--- config.mk ---
export PLATFORM = sky130hd
export DESIGN_NAME = cfg_persist_ctrl
export DESIGN_NICKNAME = d
export VERILOG_FILES = /design/src/rtl/cfg_persist_pkg.sv /design/src/rtl/cfg_cmd_rx.sv /design/src/rtl/cfg_copy_engine.sv /design/src/rtl/cfg_array.sv /design/src/rtl/cfg_persist_ctrl.sv
export SDC_FILE = /design/constraint.sdc
export NUM_CORES = 1
export LEC_CHECK = 0
export BUFFER_PORTS_ARGS = -buffer_cell sky130_fd_sc_hd__buf_2
export CORE_UTILIZATION = 48
export CTS_CLUSTER_DIAMETER = 120
export DETAILED_ROUTE_END_ITERATION = 6
export PLACE_DENSITY = 0.72
export SLEW_MARGIN = 25
export SYNTH_ARGS = -nofsm -noshare
export SYNTH_HDL_FRONTEND = slang
export SYNTH_SLANG_ARGS = --single-unit
--- constraint.sdc ---
create_clock -name clk -period 2.1 [get_ports clk]
set_input_delay 0 -clock clk [delete_from_list [all_inputs] [get_ports clk]]
set_output_delay 0 -clock clk [all_outputs]
set_load 0.05 [all_outputs]
--- src/rtl/cfg_persist_pkg.sv ---
package cfg_persist_pkg;
  localparam logic [1:0] OP_SAVE    = 2'b01;
  localparam logic [1:0] OP_RESTORE = 2'b10;

  typedef enum logic [2:0] {
    RX_IDLE, RX_ADDR, RX_AACK, RX_CMD, RX_CACK, RX_SKIP
  } rx_state_e;
endpackage

--- src/rtl/cfg_cmd_rx.sv ---
module cfg_cmd_rx
  import cfg_persist_pkg::*;
#(
  parameter logic [6:0] DEV_ADDR = 7'h5A
) (
  input  logic       clk,
  input  logic       rst_n,
  input  logic       scl_i,
  input  logic       sda_i,
  input  logic       busy,
  output logic       ack_drv,
  output logic       go,
  output logic [1:0] go_op
);
  logic [1:0] scl_sync, sda_sync;
  logic       scl_q, sda_q;
  logic [7:0] shreg;
  logic [3:0] bitcnt;
  logic [1:0] armed;
  rx_state_e  st;

  wire scl_s    = scl_sync[1];
  wire sda_s    = sda_sync[1];
  wire scl_rise = scl_s & ~scl_q;
  wire scl_fall = ~scl_s & scl_q;
  wire start_c  = scl_s & scl_q & sda_q & ~sda_s;
  wire stop_c   = scl_s & scl_q & ~sda_q & sda_s;

  always_ff @(posedge clk or negedge rst_n) begin
    if (!rst_n) begin
      scl_sync <= 2'b11;
      sda_sync <= 2'b11;
      scl_q    <= 1'b1;
      sda_q    <= 1'b1;
    end else begin
      scl_sync <= {scl_sync[0], scl_i};
      sda_sync <= {sda_sync[0], sda_i};
      scl_q    <= scl_s;
      sda_q    <= sda_s;
    end
  end

  always_ff @(posedge clk or negedge rst_n) begin
    if (!rst_n) begin
      st      <= RX_IDLE;
      shreg   <= '0;
      bitcnt  <= '0;
      armed   <= '0;
      ack_drv <= 1'b0;
      go      <= 1'b0;
      go_op   <= '0;
    end else begin
      go <= 1'b0;
      if (start_c) begin
        st      <= RX_ADDR;
        bitcnt  <= '0;
        armed   <= '0;
        ack_drv <= 1'b0;
      end else if (stop_c) begin
        go      <= ((armed == OP_SAVE) || (armed == OP_RESTORE)) && !busy;
        go_op   <= armed;
        armed   <= '0;
        st      <= RX_IDLE;
        ack_drv <= 1'b0;
      end else if (scl_rise && (st == RX_ADDR || st == RX_CMD)) begin
        shreg  <= {shreg[6:0], sda_s};
        bitcnt <= bitcnt + 4'd1;
      end else if (scl_fall) begin
        case (st)
          RX_ADDR: if (bitcnt == 4'd8) begin
            if (shreg == {DEV_ADDR, 1'b0} && !busy) begin
              ack_drv <= 1'b1;
              st      <= RX_AACK;
            end else begin
              st <= RX_SKIP;
            end
          end
          RX_AACK: begin
            ack_drv <= 1'b0;
            bitcnt  <= '0;
            st      <= RX_CMD;
          end
          RX_CMD: if (bitcnt == 4'd8) begin
            ack_drv <= 1'b1;
            armed   <= shreg[1:0];
            st      <= RX_CACK;
          end
          RX_CACK: begin
            ack_drv <= 1'b0;
            st      <= RX_SKIP;
          end
          default: ;
        endcase
      end
    end
  end
endmodule

--- src/rtl/cfg_copy_engine.sv ---
module cfg_copy_engine
  import cfg_persist_pkg::*;
#(
  parameter int NREGS          = 8,
  parameter int SAVE_CYCLES    = 600,
  parameter int RESTORE_CYCLES = 300,
  localparam int AW   = $clog2(NREGS),
  localparam int MAXD = (SAVE_CYCLES > RESTORE_CYCLES) ? SAVE_CYCLES : RESTORE_CYCLES,
  localparam int CW   = $clog2(MAXD + 1)
) (
  input  logic          clk,
  input  logic          rst_n,
  input  logic          go,
  input  logic [1:0]    go_op,
  output logic          busy,
  output logic [AW-1:0] idx,
  output logic          st_we,
  output logic          rf_we
);
  logic [CW-1:0] cnt;
  logic [1:0]    op;
  logic [CW-1:0] last;
  logic          copying;

  assign last    = (op == OP_SAVE) ? CW'(SAVE_CYCLES - 1) : CW'(RESTORE_CYCLES - 1);
  assign copying = busy && (cnt < CW'(NREGS));
  assign idx     = cnt[AW-1:0];
  assign st_we   = copying && (op == OP_SAVE);
  assign rf_we   = copying && (op == OP_RESTORE);

  always_ff @(posedge clk or negedge rst_n) begin
    if (!rst_n) begin
      busy <= 1'b0;
      cnt  <= '0;
      op   <= '0;
    end else if (!busy) begin
      if (go) begin
        busy <= 1'b1;
        cnt  <= '0;
        op   <= go_op;
      end
    end else begin
      cnt <= cnt + 1'b1;
      if (cnt == last) busy <= 1'b0;
    end
  end
endmodule

--- src/rtl/cfg_array.sv ---
module cfg_array #(
  parameter int DEPTH = 8,
  parameter int W     = 8,
  localparam int AW = $clog2(DEPTH)
) (
  input  logic          clk,
  input  logic          rst_n,
  input  logic          we,
  input  logic [AW-1:0] waddr,
  input  logic [W-1:0]  wdata,
  input  logic [AW-1:0] raddr_a,
  output logic [W-1:0]  rdata_a,
  input  logic [AW-1:0] raddr_b,
  output logic [W-1:0]  rdata_b
);
  logic [W-1:0] mem [DEPTH];

  for (genvar i = 0; i < DEPTH; i++) begin : g_word
    always_ff @(posedge clk or negedge rst_n) begin
      if (!rst_n)                          mem[i] <= '0;
      else if (we && waddr == AW'(i))      mem[i] <= wdata;
    end
  end

  assign rdata_a = mem[raddr_a];
  assign rdata_b = mem[raddr_b];
endmodule

--- src/rtl/cfg_persist_ctrl.sv ---
module cfg_persist_ctrl
  import cfg_persist_pkg::*;
#(
  parameter logic [6:0] DEV_ADDR = 7'h5A,
  parameter int NREGS            = 8,
  parameter int DW               = 8,
  parameter int SAVE_CYCLES      = 600,
  parameter int RESTORE_CYCLES   = 300,
  localparam int AW = $clog2(NREGS)
) (
  input  logic          clk,
  input  logic          rst_n,
  input  logic          scl_i,
  input  logic          sda_i,
  output logic          sda_oe,
  output logic          busy,
  input  logic          hw_valid,
  output logic          hw_ready,
  input  logic [AW-1:0] hw_addr,
  input  logic [DW-1:0] hw_wdata,
  input  logic [AW-1:0] rd_addr,
  output logic [DW-1:0] rd_data,
  input  logic [AW-1:0] st_addr,
  output logic [DW-1:0] st_data
);
  logic          op_go;
  logic [1:0]    op_code;
  logic [AW-1:0] cp_idx;
  logic          cp_st_we, cp_rf_we;
  logic [DW-1:0] rf_cp_data, st_cp_data;
  logic          rf_we;
  logic [AW-1:0] rf_waddr;
  logic [DW-1:0] rf_wdata;

  cfg_cmd_rx #(.DEV_ADDR(DEV_ADDR)) u_rx (
    .clk(clk), .rst_n(rst_n), .scl_i(scl_i), .sda_i(sda_i), .busy(busy),
    .ack_drv(sda_oe), .go(op_go), .go_op(op_code)
  );

  cfg_copy_engine #(
    .NREGS(NREGS), .SAVE_CYCLES(SAVE_CYCLES), .RESTORE_CYCLES(RESTORE_CYCLES)
  ) u_eng (
    .clk(clk), .rst_n(rst_n), .go(op_go), .go_op(op_code), .busy(busy),
    .idx(cp_idx), .st_we(cp_st_we), .rf_we(cp_rf_we)
  );

  assign hw_ready = !busy;
  assign rf_we    = busy ? cp_rf_we : hw_valid;
  assign rf_waddr = busy ? cp_idx : hw_addr;
  assign rf_wdata = busy ? st_cp_data : hw_wdata;

  cfg_array #(.DEPTH(NREGS), .W(DW)) u_regs (
    .clk(clk), .rst_n(rst_n), .we(rf_we), .waddr(rf_waddr), .wdata(rf_wdata),
    .raddr_a(cp_idx), .rdata_a(rf_cp_data), .raddr_b(rd_addr), .rdata_b(rd_data)
  );

  cfg_array #(.DEPTH(NREGS), .W(DW)) u_store (
    .clk(clk), .rst_n(rst_n), .we(cp_st_we), .waddr(cp_idx), .wdata(rf_cp_data),
    .raddr_a(cp_idx), .rdata_a(st_cp_data), .raddr_b(st_addr), .rdata_b(st_data)
  );
endmodule

After elaboration in Yosys (flattened, before gate mapping)
Index checks and enable logic that the tools add are counted.
- bits in registers: 168
- bits of input ports: 22
- output and inout port bits: 19
- logic and storage cells: 176
- $add $sub $neg: 2
- order comparisons: 4
- equality and inequality tests: 30
- muxes and demuxes: 50
- bitwise logic cells: 17
- reduce and logical (&&, ||, !) cells: 43
- operators by type and width (operator ; number):
    8-bit binary-select mux with 3-bit select ; 4
    8-bit 2-to-1 mux ; 9
    10-bit 2-to-1 mux ; 3
    3-bit equality test, second input constant ; 9
    3-bit 2-to-1 mux ; 8
    1-bit logical AND ; 22
    4-bit 2-to-1 mux ; 5
    3-bit by 2-bit equality test with 1-bit output, second input constant ; 6
    3-bit nonzero test ; 5
    1-bit 2-to-1 mux ; 13
    4-bit greater-or-equal comparator, second input constant ; 3
    2-bit 2-to-1 mux ; 6
    4-bit by 2-bit inequality test with 1-bit output, second input constant ; 3
    3-bit NOT with 4-bit output ; 3
    3-bit one-hot mux with 4 select lines ; 1
    10-bit by 1-bit adder with 10-bit output, second input constant ; 1
    10-bit equality test ; 1
    10-bit by 4-bit < comparator with 1-bit output, second input constant ; 1
    3-bit by 1-bit equality test with 1-bit output, second input constant ; 3
    8-bit equality test, second input constant ; 1
    1-bit AND ; 7
    1-bit NOT ; 7
    3-bit logical NOT ; 2
    3-bit AND reduction ; 2
    17 further kinds ; 21

Longest topological paths before layout
Gate-level depths: netlist (run 1).
- depth after elaboration: 9
- mapped depth: 7

By module
From an unflattened synthesis (run 1), not the netlist that was laid out.
- cell total of the unflattened synthesis: 607
- area, all modules: 9339.0 µm²
- by module, submodules not included (module ; times used ; cells an instance ; area an instance (µm²)):
    cfg_array ; 2 ; 201 ; 3539.6
    cfg_cmd_rx ; 1 ; 120 ; 1383.8
    cfg_copy_engine ; 1 ; 71 ; 691.9
    cfg_persist_ctrl ; 1 ; 14 ; 183.9

Worst setup path before layout (run 1)
Ideal clock, no wire load.
- path kind: reg-to-reg
- from: register u_eng.busy
- to: register u_eng.cnt[6]
- library setup time: 0.131 ns
- data arrival time: 2.187 ns
- required time: 1.969 ns
- slack: -0.218 ns
- cell stages (with the launch flop): 8
- clock period less this slack: 2.318 ns
- cell sequence: dfrtp_1 -> buf_2 -> inv_1 -> clkbuf_1 -> buf_1 -> a21oi_1 -> o21ai_0 -> o21ai_0
- cells in the longest elaborated chain, start to end: 1
- elaborated cells on any way between the ends: 2
- classes of those cells: mux: 1; reduce/logical: 1
- ends and longest elaborated chain (element ; RTL line ; RTL):
    from (decl) ; cfg_copy_engine.sv:15 ; output logic busy,
    from (signal assigned) ; cfg_copy_engine.sv:33 ; busy <= 1'b0;
    from (signal assigned) ; cfg_copy_engine.sv:38 ; busy <= 1'b1;
    from (signal assigned) ; cfg_copy_engine.sv:44 ; if (cnt == last) busy <= 1'b0;
    10-bit 2-to-1 mux or 2-bit nonzero test (tied branches) ; n/a ;
    to (signal assigned) ; cfg_copy_engine.sv:43 ; cnt <= cnt + 1'b1;
    to (decl) ; cfg_copy_engine.sv:20 ; logic [CW-1:0] cnt;
Parallel ways exist; a longest one is shown, timed or not.
A chain may end at the register's enable or synchronous reset.

Final worst setup path (run 1)
- from: register u_eng.cnt[0]
- to: register u_regs.mem[2] in the netlist's numbering
- cells in the longest elaborated chain, start to end: 5
- elaborated cells on any way between the ends: 12
- classes of those cells: order compare: 1; eq/ne: 1; mux: 6; bitwise: 1; reduce/logical: 3
- ends and longest elaborated chain (element ; RTL line ; RTL):
    10-bit by 4-bit < comparator with 1-bit output or 3-bit NOT with 4-bit output (tied branches) ; cfg_copy_engine.sv:26, cfg_array.sv:25 ;
    1-bit logical AND or 8-bit binary-select mux with 3-bit select (tied branches) ; cfg_copy_engine.sv:26, cfg_array.sv:25 ;
    1-bit logical AND or 8-bit 2-to-1 mux (tied branches) ; cfg_copy_engine.sv:29, cfg_array.sv:25 ;
    1-bit 2-to-1 mux or 8-bit 2-to-1 mux (tied branches) ; cfg_persist_ctrl.sv:48, cfg_array.sv:25 ;
    1-bit logical AND or 8-bit 2-to-1 mux (tied branches) ; cfg_array.sv:21, cfg_persist_ctrl.sv:50 ;
    to (signal, indexed assignment) ; cfg_array.sv:21 ; else if (we && waddr == AW'(i)) mem[i] <= wdata;
    to (decl) ; cfg_array.sv:16 ; logic [W-1:0] mem [DEPTH];
Parallel ways exist; a longest one is shown, timed or not. The select of a mux whose other input is x is not followed.

==> results.sh, run 1 <==
export IMPL_cts_tree="yes"
export IMPL_clock_skew_ns=0.00842
export IMPL_cp_arrival_ns=2.40
export IMPL_worst_pin_slew_ns=0.601
export IMPL_hold_class="in -> async"
export IMPL_synth_edff_count=0
export IMPL_place_hpwl_um=14500
export IMPL_core_um2=18100
export IMPL_drive_above_1_share_pct=47.0
export IMPL_ios=41
export IMPL_cp_start_kind="flop"
export IMPL_pre_cts_slack_ns=-0.0171
export IMPL_rows=49
export IMPL_post_route_period_util_pct=96.9
export IMPL_grt_first_pass_wirelength_um=34000
export IMPL_vias=5887
export IMPL_power_total_mw=8.44
export IMPL_antenna_cells=0
export IMPL_grt_antenna_before_repair=0
export IMPL_cts_sinks=168
export IMPL_firstDrtPassIters=7
export IMPL_avgSynthCellArea_um2=14.1
export IMPL_timing_rr_start="u_eng.cnt[0]"
export IMPL_synth_distinct_cells=57
export IMPL_slew_violations=0
export IMPL_start_util_pct=49.3
export IMPL_fin_crit_ns=2.04
export IMPL_use_met1_pct=30.7
export IMPL_postLayoutCellArea_um2=10500
export IMPL_grt_most_used_layer="met2"
export IMPL_area_growth_pct=17.7
export IMPL_postRouteWirelength_um=21000
export IMPL_seq_area_frac_synth_pct=47.2
export IMPL_h_tree_depth=4
export IMPL_cts_setup_buffers=0
export IMPL_clockRootBuffer="clkbuf_16"
export IMPL_worst_path_max_fanout=8
export IMPL_grt_usage_pct=23.3
export IMPL_drtAntennaViolNets=0
export IMPL_yosysWarnings=0
export IMPL_wl_per_cell_um=21.9
export IMPL_maxSlewHeadroom_pct=59.8
export IMPL_grt_pass1_vias=6239
export IMPL_fp_dieArea_um2=19100
export IMPL_drc=2
export IMPL_netlist_area_um2=8920
export IMPL_endpoint_kind="flop"
export IMPL_cap_violations=0
export IMPL_placed_cell_area_um2=9890
export IMPL_synth_async_reset_ratio_pct=100
export IMPL_nets=743
export IMPL_ys_seq_elements=168
export IMPL_grt_max_degree=57
export IMPL_die_h_um=138
export IMPL_p_leak_nw=4.48
export IMPL_syn_nets=662
export IMPL_clkLatencyLatePin_ns=0.43
export IMPL_gr_usage_met3_pct=5.40
export IMPL_cts_clk_slew_worst_paths_ns=0.06
export IMPL_ys_flop_type="dfrtp_1"
export IMPL_critPathRequiredTime_ns=2.47
export IMPL_met2_usage_pct=38.2
export IMPL_finalHoldViolCount=0
export IMPL_fin_ws_ns=0.0642
export IMPL_status="complete, but fails checks"
export IMPL_via_per_inst=6.16
export IMPL_numPortBuffers=40
export IMPL_p_per_area_nw_per_um2=804
export IMPL_max_freq_mhz=491
export IMPL_worstReg2RegEnd="u_regs.mem[2]"
export IMPL_globalplace_congestion=0.876
export IMPL_cts_buffers=17
export IMPL_die_w_um=138
export IMPL_path_class="reg -> reg"
export IMPL_ff2ff_setup_slack_ns=0.06
export IMPL_violations="design-rule violations"
export IMPL_rsz0062_at_grt="no"
export IMPL_rr_worst_depth=7
export IMPL_postSynthCellCount=632
export IMPL_grt_ovfl_total=0
export IMPL_ir_worst_vdd_mv=0.666
export IMPL_drt_iter0_drc=517
export IMPL_finalSetupViolCount=0
export IMPL_cts_buffer_depth=2
state kept, by name, summed over array words and instances, names as in the netlist, 2 cells and up:
signal,flops
u_rx.armed,2
u_rx.bitcnt,4
u_rx.st,3
u_regs.mem,64
u_rx.shreg,8
u_rx.sda_sync,2
u_store.mem,64
u_eng.op,2
u_rx.go_op,2
u_eng.cnt,10
u_rx.scl_sync,2
final cells by class:
class	count	area [µm²]
Clock buffer	23	478
Tap cell	229	287
Fill cell	1364	7590
Multi-Input combinational cell	415	4490
Sequential cell	168	4210
Timing Repair Buffer	97	880
Inverter	14	56.3
Clock inverter	9	91.3
how the worst max path moves through the flow:
stage	startpoint	to	slack, ns
detailed placement	u_eng.busy	u_regs.mem[63]	-0.02
global placement	u_eng.cnt[0]	u_regs.mem[34]	-0.009
CTS	u_eng.busy	u_regs.mem[40]	-0.01
floorplan	u_eng.busy	u_regs.mem[16]	0.05
finish	u_eng.cnt[0]	u_regs.mem[2]	0.06
global route	u_eng.cnt[7]	u_store.mem[24]	0.005
per-stage QoR:
step / util, % / TNS (ns) / instances / hold slack, ns
after floorplan: - / 0 / 632 / -0.296
after global placement: 54.7 / -0.0375 / 920 / -0.00708
after detailed placement: 54.7 / -0.0896 / 920 / 0.00313
after CTS: 58.0 / -0.0582 / 955 / 0.108
after global routing: 58.0 / 0 / 955 / 0.156
final: 58.0 / 0 / 955 / 0.118
critical path, stage by stage (launching register included):
cell	delay, ns
dfrtp_2	0.42
buf_4	0.18
buf_4	0.16
inv_1	0.12
mux4_2	0.55
o21ai_1	0.20
buf_4	0.19
mux2_2	0.15
logic make-up (layout without fill, tap and decap cells):
group,after synthesis,count (layout),share of synthesized area (%)
buffers and inverters,49,143,2.55
multiplexers,228,228,35.4
AO/OA/AOI/OAI,79,79,6.96
adder cells (fa/ha/maj),8,8,1.12
XOR/XNOR,6,6,0.589
flip-flops,168,168,47.2
AND/OR/NAND/NOR,94,94,6.14
Yosys cell counts, types with 6 or more instances:
cell / count / area [µm²]
nand3_1: 11 / 55.1
dfrtp_1: 162 / 4050
clkbuf_1: 10 / 37.5
nor2_1: 13 / 48.8
o22ai_1: 13 / 81.3
nand2_1: 34 / 128
inv_1: 14 / 52.6
ha_1: 8 / 100
buf_2: 14 / 70.1
mux2_2: 132 / 1490
a221o_1: 7 / 70.1
mux2_1: 8 / 90.1
buf_1: 7 / 26.3
o21ai_0: 23 / 115
a21oi_1: 8 / 40.0
mux2i_1: 32 / 320
mux4_2: 56 / 1260
dfstp_2: 6 / 158
metal layers:
layer,up-vias,routed length [µm],share of wire (%)
met1,3051,9010,43
met5,-,0,0
met4,0,383,1.8
li1,2588,-,-
met2,208,10400,50
met3,40,1180,5.6
repair_timing:
action / CTS / global route
endpoints found under the setup margin: 10 / 64
hold buffers: 3 / 0
gates resized for setup: 1 / 3
pin swaps: 1 / 0
hold endpoints to repair: 130 / 0
cells in the final DEF (no fill, tap or decap), types with 3 or more instances in the layout:
cell / instances
buf_2: 39
dfstp_2: 6
a221o_1: 7
mux4_2: 56
inv_1: 13
buf_12: 19
clkbuf_1: 3
o22ai_1: 13
xnor2_1: 4
a211oi_4: 4
nand3_2: 4
a21oi_4: 4
nand4_1: 3
nand2_1: 34
dfrtp_1: 160
nor3_1: 4
mux2i_1: 32
clkbuf_16: 17
a21oi_1: 8
mux2_2: 132
nand3_1: 10
and3_1: 4
dlygate4sd3_1: 3
ha_1: 8
o21ai_0: 22
mux2_1: 8
nor2_1: 12
clkinv_4: 3
buf_4: 35
clkbuf_8: 3
a22o_1: 3
a31oi_1: 3
power by group:
part | leakage [nW] | switching (mW) | internal, mW
clock | 0.278 | 1.27 | 1.74
combinational | 2.02 | 0.718 | 0.747
sequential | 2.18 | 0.318 | 3.64
total | 4.48 | 2.31 | 6.13
Power figures use the tool's default switching activity.
==> run 2: changes to the inputs <==
--- a/config.mk
+++ b/config.mk
@@ -6,6 +6,7 @@
 export NUM_CORES = 1
 export LEC_CHECK = 0
 export BUFFER_PORTS_ARGS = -buffer_cell sky130_fd_sc_hd__buf_2
+export CORE_ASPECT_RATIO = 1.4
 export CORE_UTILIZATION = 48
 export CTS_CLUSTER_DIAMETER = 120
 export DETAILED_ROUTE_END_ITERATION = 6
==> run 2 against run 1 <==
Against the previous run:
- the run now ends clean
- sequential power about the same
- combinational power about the same
- global-route usage up 0.60 points
- total power up 2.0%
- via count down 1.1%
- flip-flop and latch count unchanged
- register-to-register slack worse by 0.03 ns
- hold slack worse by 0.030 ns
- first-iteration DRC count down 40%
- critical endpoint is now u_regs.mem[36]
- highest routed layer unchanged
==> results.sh, run 2 (synthesis gave the netlist of run 1 again) <==
export IMPL_clkLatencyLatePin_ns=0.44
export IMPL_drt_iter0_drc=308
export IMPL_ir_worst_vdd_mv=0.502
export IMPL_worst_pin_slew_ns=0.599
export IMPL_wl_per_cell_um=21.6
export IMPL_core_um2=18100
export IMPL_finalSetupViolCount=0
export IMPL_via_per_inst=6.07
export IMPL_grt_ovfl_total=0
export IMPL_cp_start_kind="flop"
export IMPL_cts_clk_slew_worst_paths_ns=0.07
export IMPL_numPortBuffers=40
export IMPL_clock_skew_ns=0.0119
export IMPL_path_class="reg -> reg"
export IMPL_top_regs="u_regs.mem: 64 flops, u_store.mem: 64 flops, u_eng.cnt: 10 flops"
export IMPL_worst_path_max_fanout=22
export IMPL_die_h_um=163
export IMPL_globalplace_congestion=0.850
export IMPL_place_hpwl_um=14900
export IMPL_h_tree_depth=4
export IMPL_cts_setup_buffers=0
export IMPL_die_w_um=117
export IMPL_final_cell_mix="dfrtp_1, mux2_2, mux4_2"
export IMPL_p_leak_nw=4.45
export IMPL_drc=0
export IMPL_area_growth_pct=17.6
export IMPL_grt_antenna_before_repair=0
export IMPL_cts_sinks=168
export IMPL_max_freq_mhz=484
export IMPL_grt_max_degree=57
export IMPL_cts_tree="yes"
export IMPL_stdcell_count=959
export IMPL_grt_first_pass_wirelength_um=34000
export IMPL_drtAntennaViolNets=0
export IMPL_firstDrtPassIters=5
export IMPL_cts_buffer_depth=2
export IMPL_nets=736
export IMPL_clockRootBuffer="clkbuf_16"
export IMPL_finalHoldViolCount=0
export IMPL_start_util_pct=49.4
export IMPL_cap_violations=0
export IMPL_maxSlewHeadroom_pct=60.0
export IMPL_setup_tns_ns=0
export IMPL_fin_crit_ns=2.06
export IMPL_endpoint_kind="flop"
export IMPL_rsz0062_at_grt="no"
export IMPL_post_route_period_util_pct=98.3
export IMPL_slew_violations=0
export IMPL_hold_class="in -> async"
export IMPL_rr_worst_depth=6
export IMPL_p_per_area_nw_per_um2=821
export IMPL_dp_cells=924
export IMPL_final_common_cell="dfrtp_1"
export IMPL_grt_pass1_vias=6212
export IMPL_cp_arrival_ns=2.43
export IMPL_rows=58
export IMPL_antenna_cells=0
export IMPL_postRouteWirelength_um=20700
export IMPL_critPathRequiredTime_ns=2.47
export IMPL_drive_above_1_share_pct=46.6
export IMPL_grt_usage_pct=23.9
export IMPL_ios=41
export IMPL_vias=5820
export IMPL_fp_dieArea_um2=19100
export IMPL_cts_buffers=17
export IMPL_status="complete, no violations"
-- run 2: changes by cell type in the layout (fill, tap and decap cells not counted), sizes merged --
| cell | delta |
|---|---|
| inv | +5 |
| bufinv | +1 |
| clkinv | -2 |
| buf | -7 |
| clkbuf | -5 |
| clkinvlp | +1 |
-- run 2: area by class of cell --
class                           count  area, µm²
Fill cell                        1371       7590
Multi-Input combinational cell    415       4490
Sequential cell                   168       4210
Timing Repair Buffer               90        827
Clock buffer                       18        439
Tap cell                          240        300
Clock inverter                     14        163
Inverter                           14       52.6
-- run 2: path summary, 6_finish.rpt --
path | end | slack (ns) | from
max | u_regs.mem[36] | 0.04 | u_eng.busy
min | u_regs.mem[8] | 0.09 | rst_n
min in group clk | u_regs.mem[42] | 0.17 | hw_wdata[2]
min reg2reg | u_rx.sda_sync[1] | 0.36 | u_rx.sda_sync[0]
max reg2reg | u_regs.mem[36] | 0.04 | u_eng.busy
max in group asynchronous | u_regs.mem[49] | 1.28 | rst_n
-- run 2: report_power, final --
part           total (mW)  leakage (nW)  switching (mW)  internal [mW]
Clock                3.18         0.288            1.36           1.81
Sequential           3.98          2.18           0.335           3.64
Combinational        1.45          1.98           0.712          0.742
Total                8.61          4.45            2.41           6.20
-- run 2: repair_timing --
item	4_1_cts	5_1_grt
hold endpoints to repair	132	0
hold buffers	3	0
resized for setup	0	1
endpoints found under the setup margin	0	8
-- run 2: stage by stage --
stage / hold WS, ns / util (%) / worst slack (ns) / power (mW) / instance area (µm²)
detailed placement: 0.0108 / 54.5 / 0.0976 / 5.48 / 9850
floorplan: -0.296 / - / 0.0541 / 5.00 / 8920
global route: 0.149 / 58.0 / 0.00371 / 8.96 / 10500
CTS: 0.110 / 58.0 / 0.0782 / 8.68 / 10500
global placement: -0.00399 / 54.5 / 0.116 / 5.35 / 9850
finish: 0.0872 / 58.0 / 0.0358 / 8.61 / 10500
-- run 2: critical path, cell delays in order (launching register included) --
cell     delay [ns]
dfrtp_2        0.39
buf_12         0.16
inv_1          0.13
buf_12         0.18
nor2_1         0.45
a221o_1        0.45
mux2_2         0.23
-- run 2: metal layers --
layer	routed length [µm]	track usage, %	vias up
met5	0	0	-
met4	432	7.71	0
met3	680	4.16	34
met2	10900	40.2	127
met1	8730	31.2	3089
li1	-	-	2570
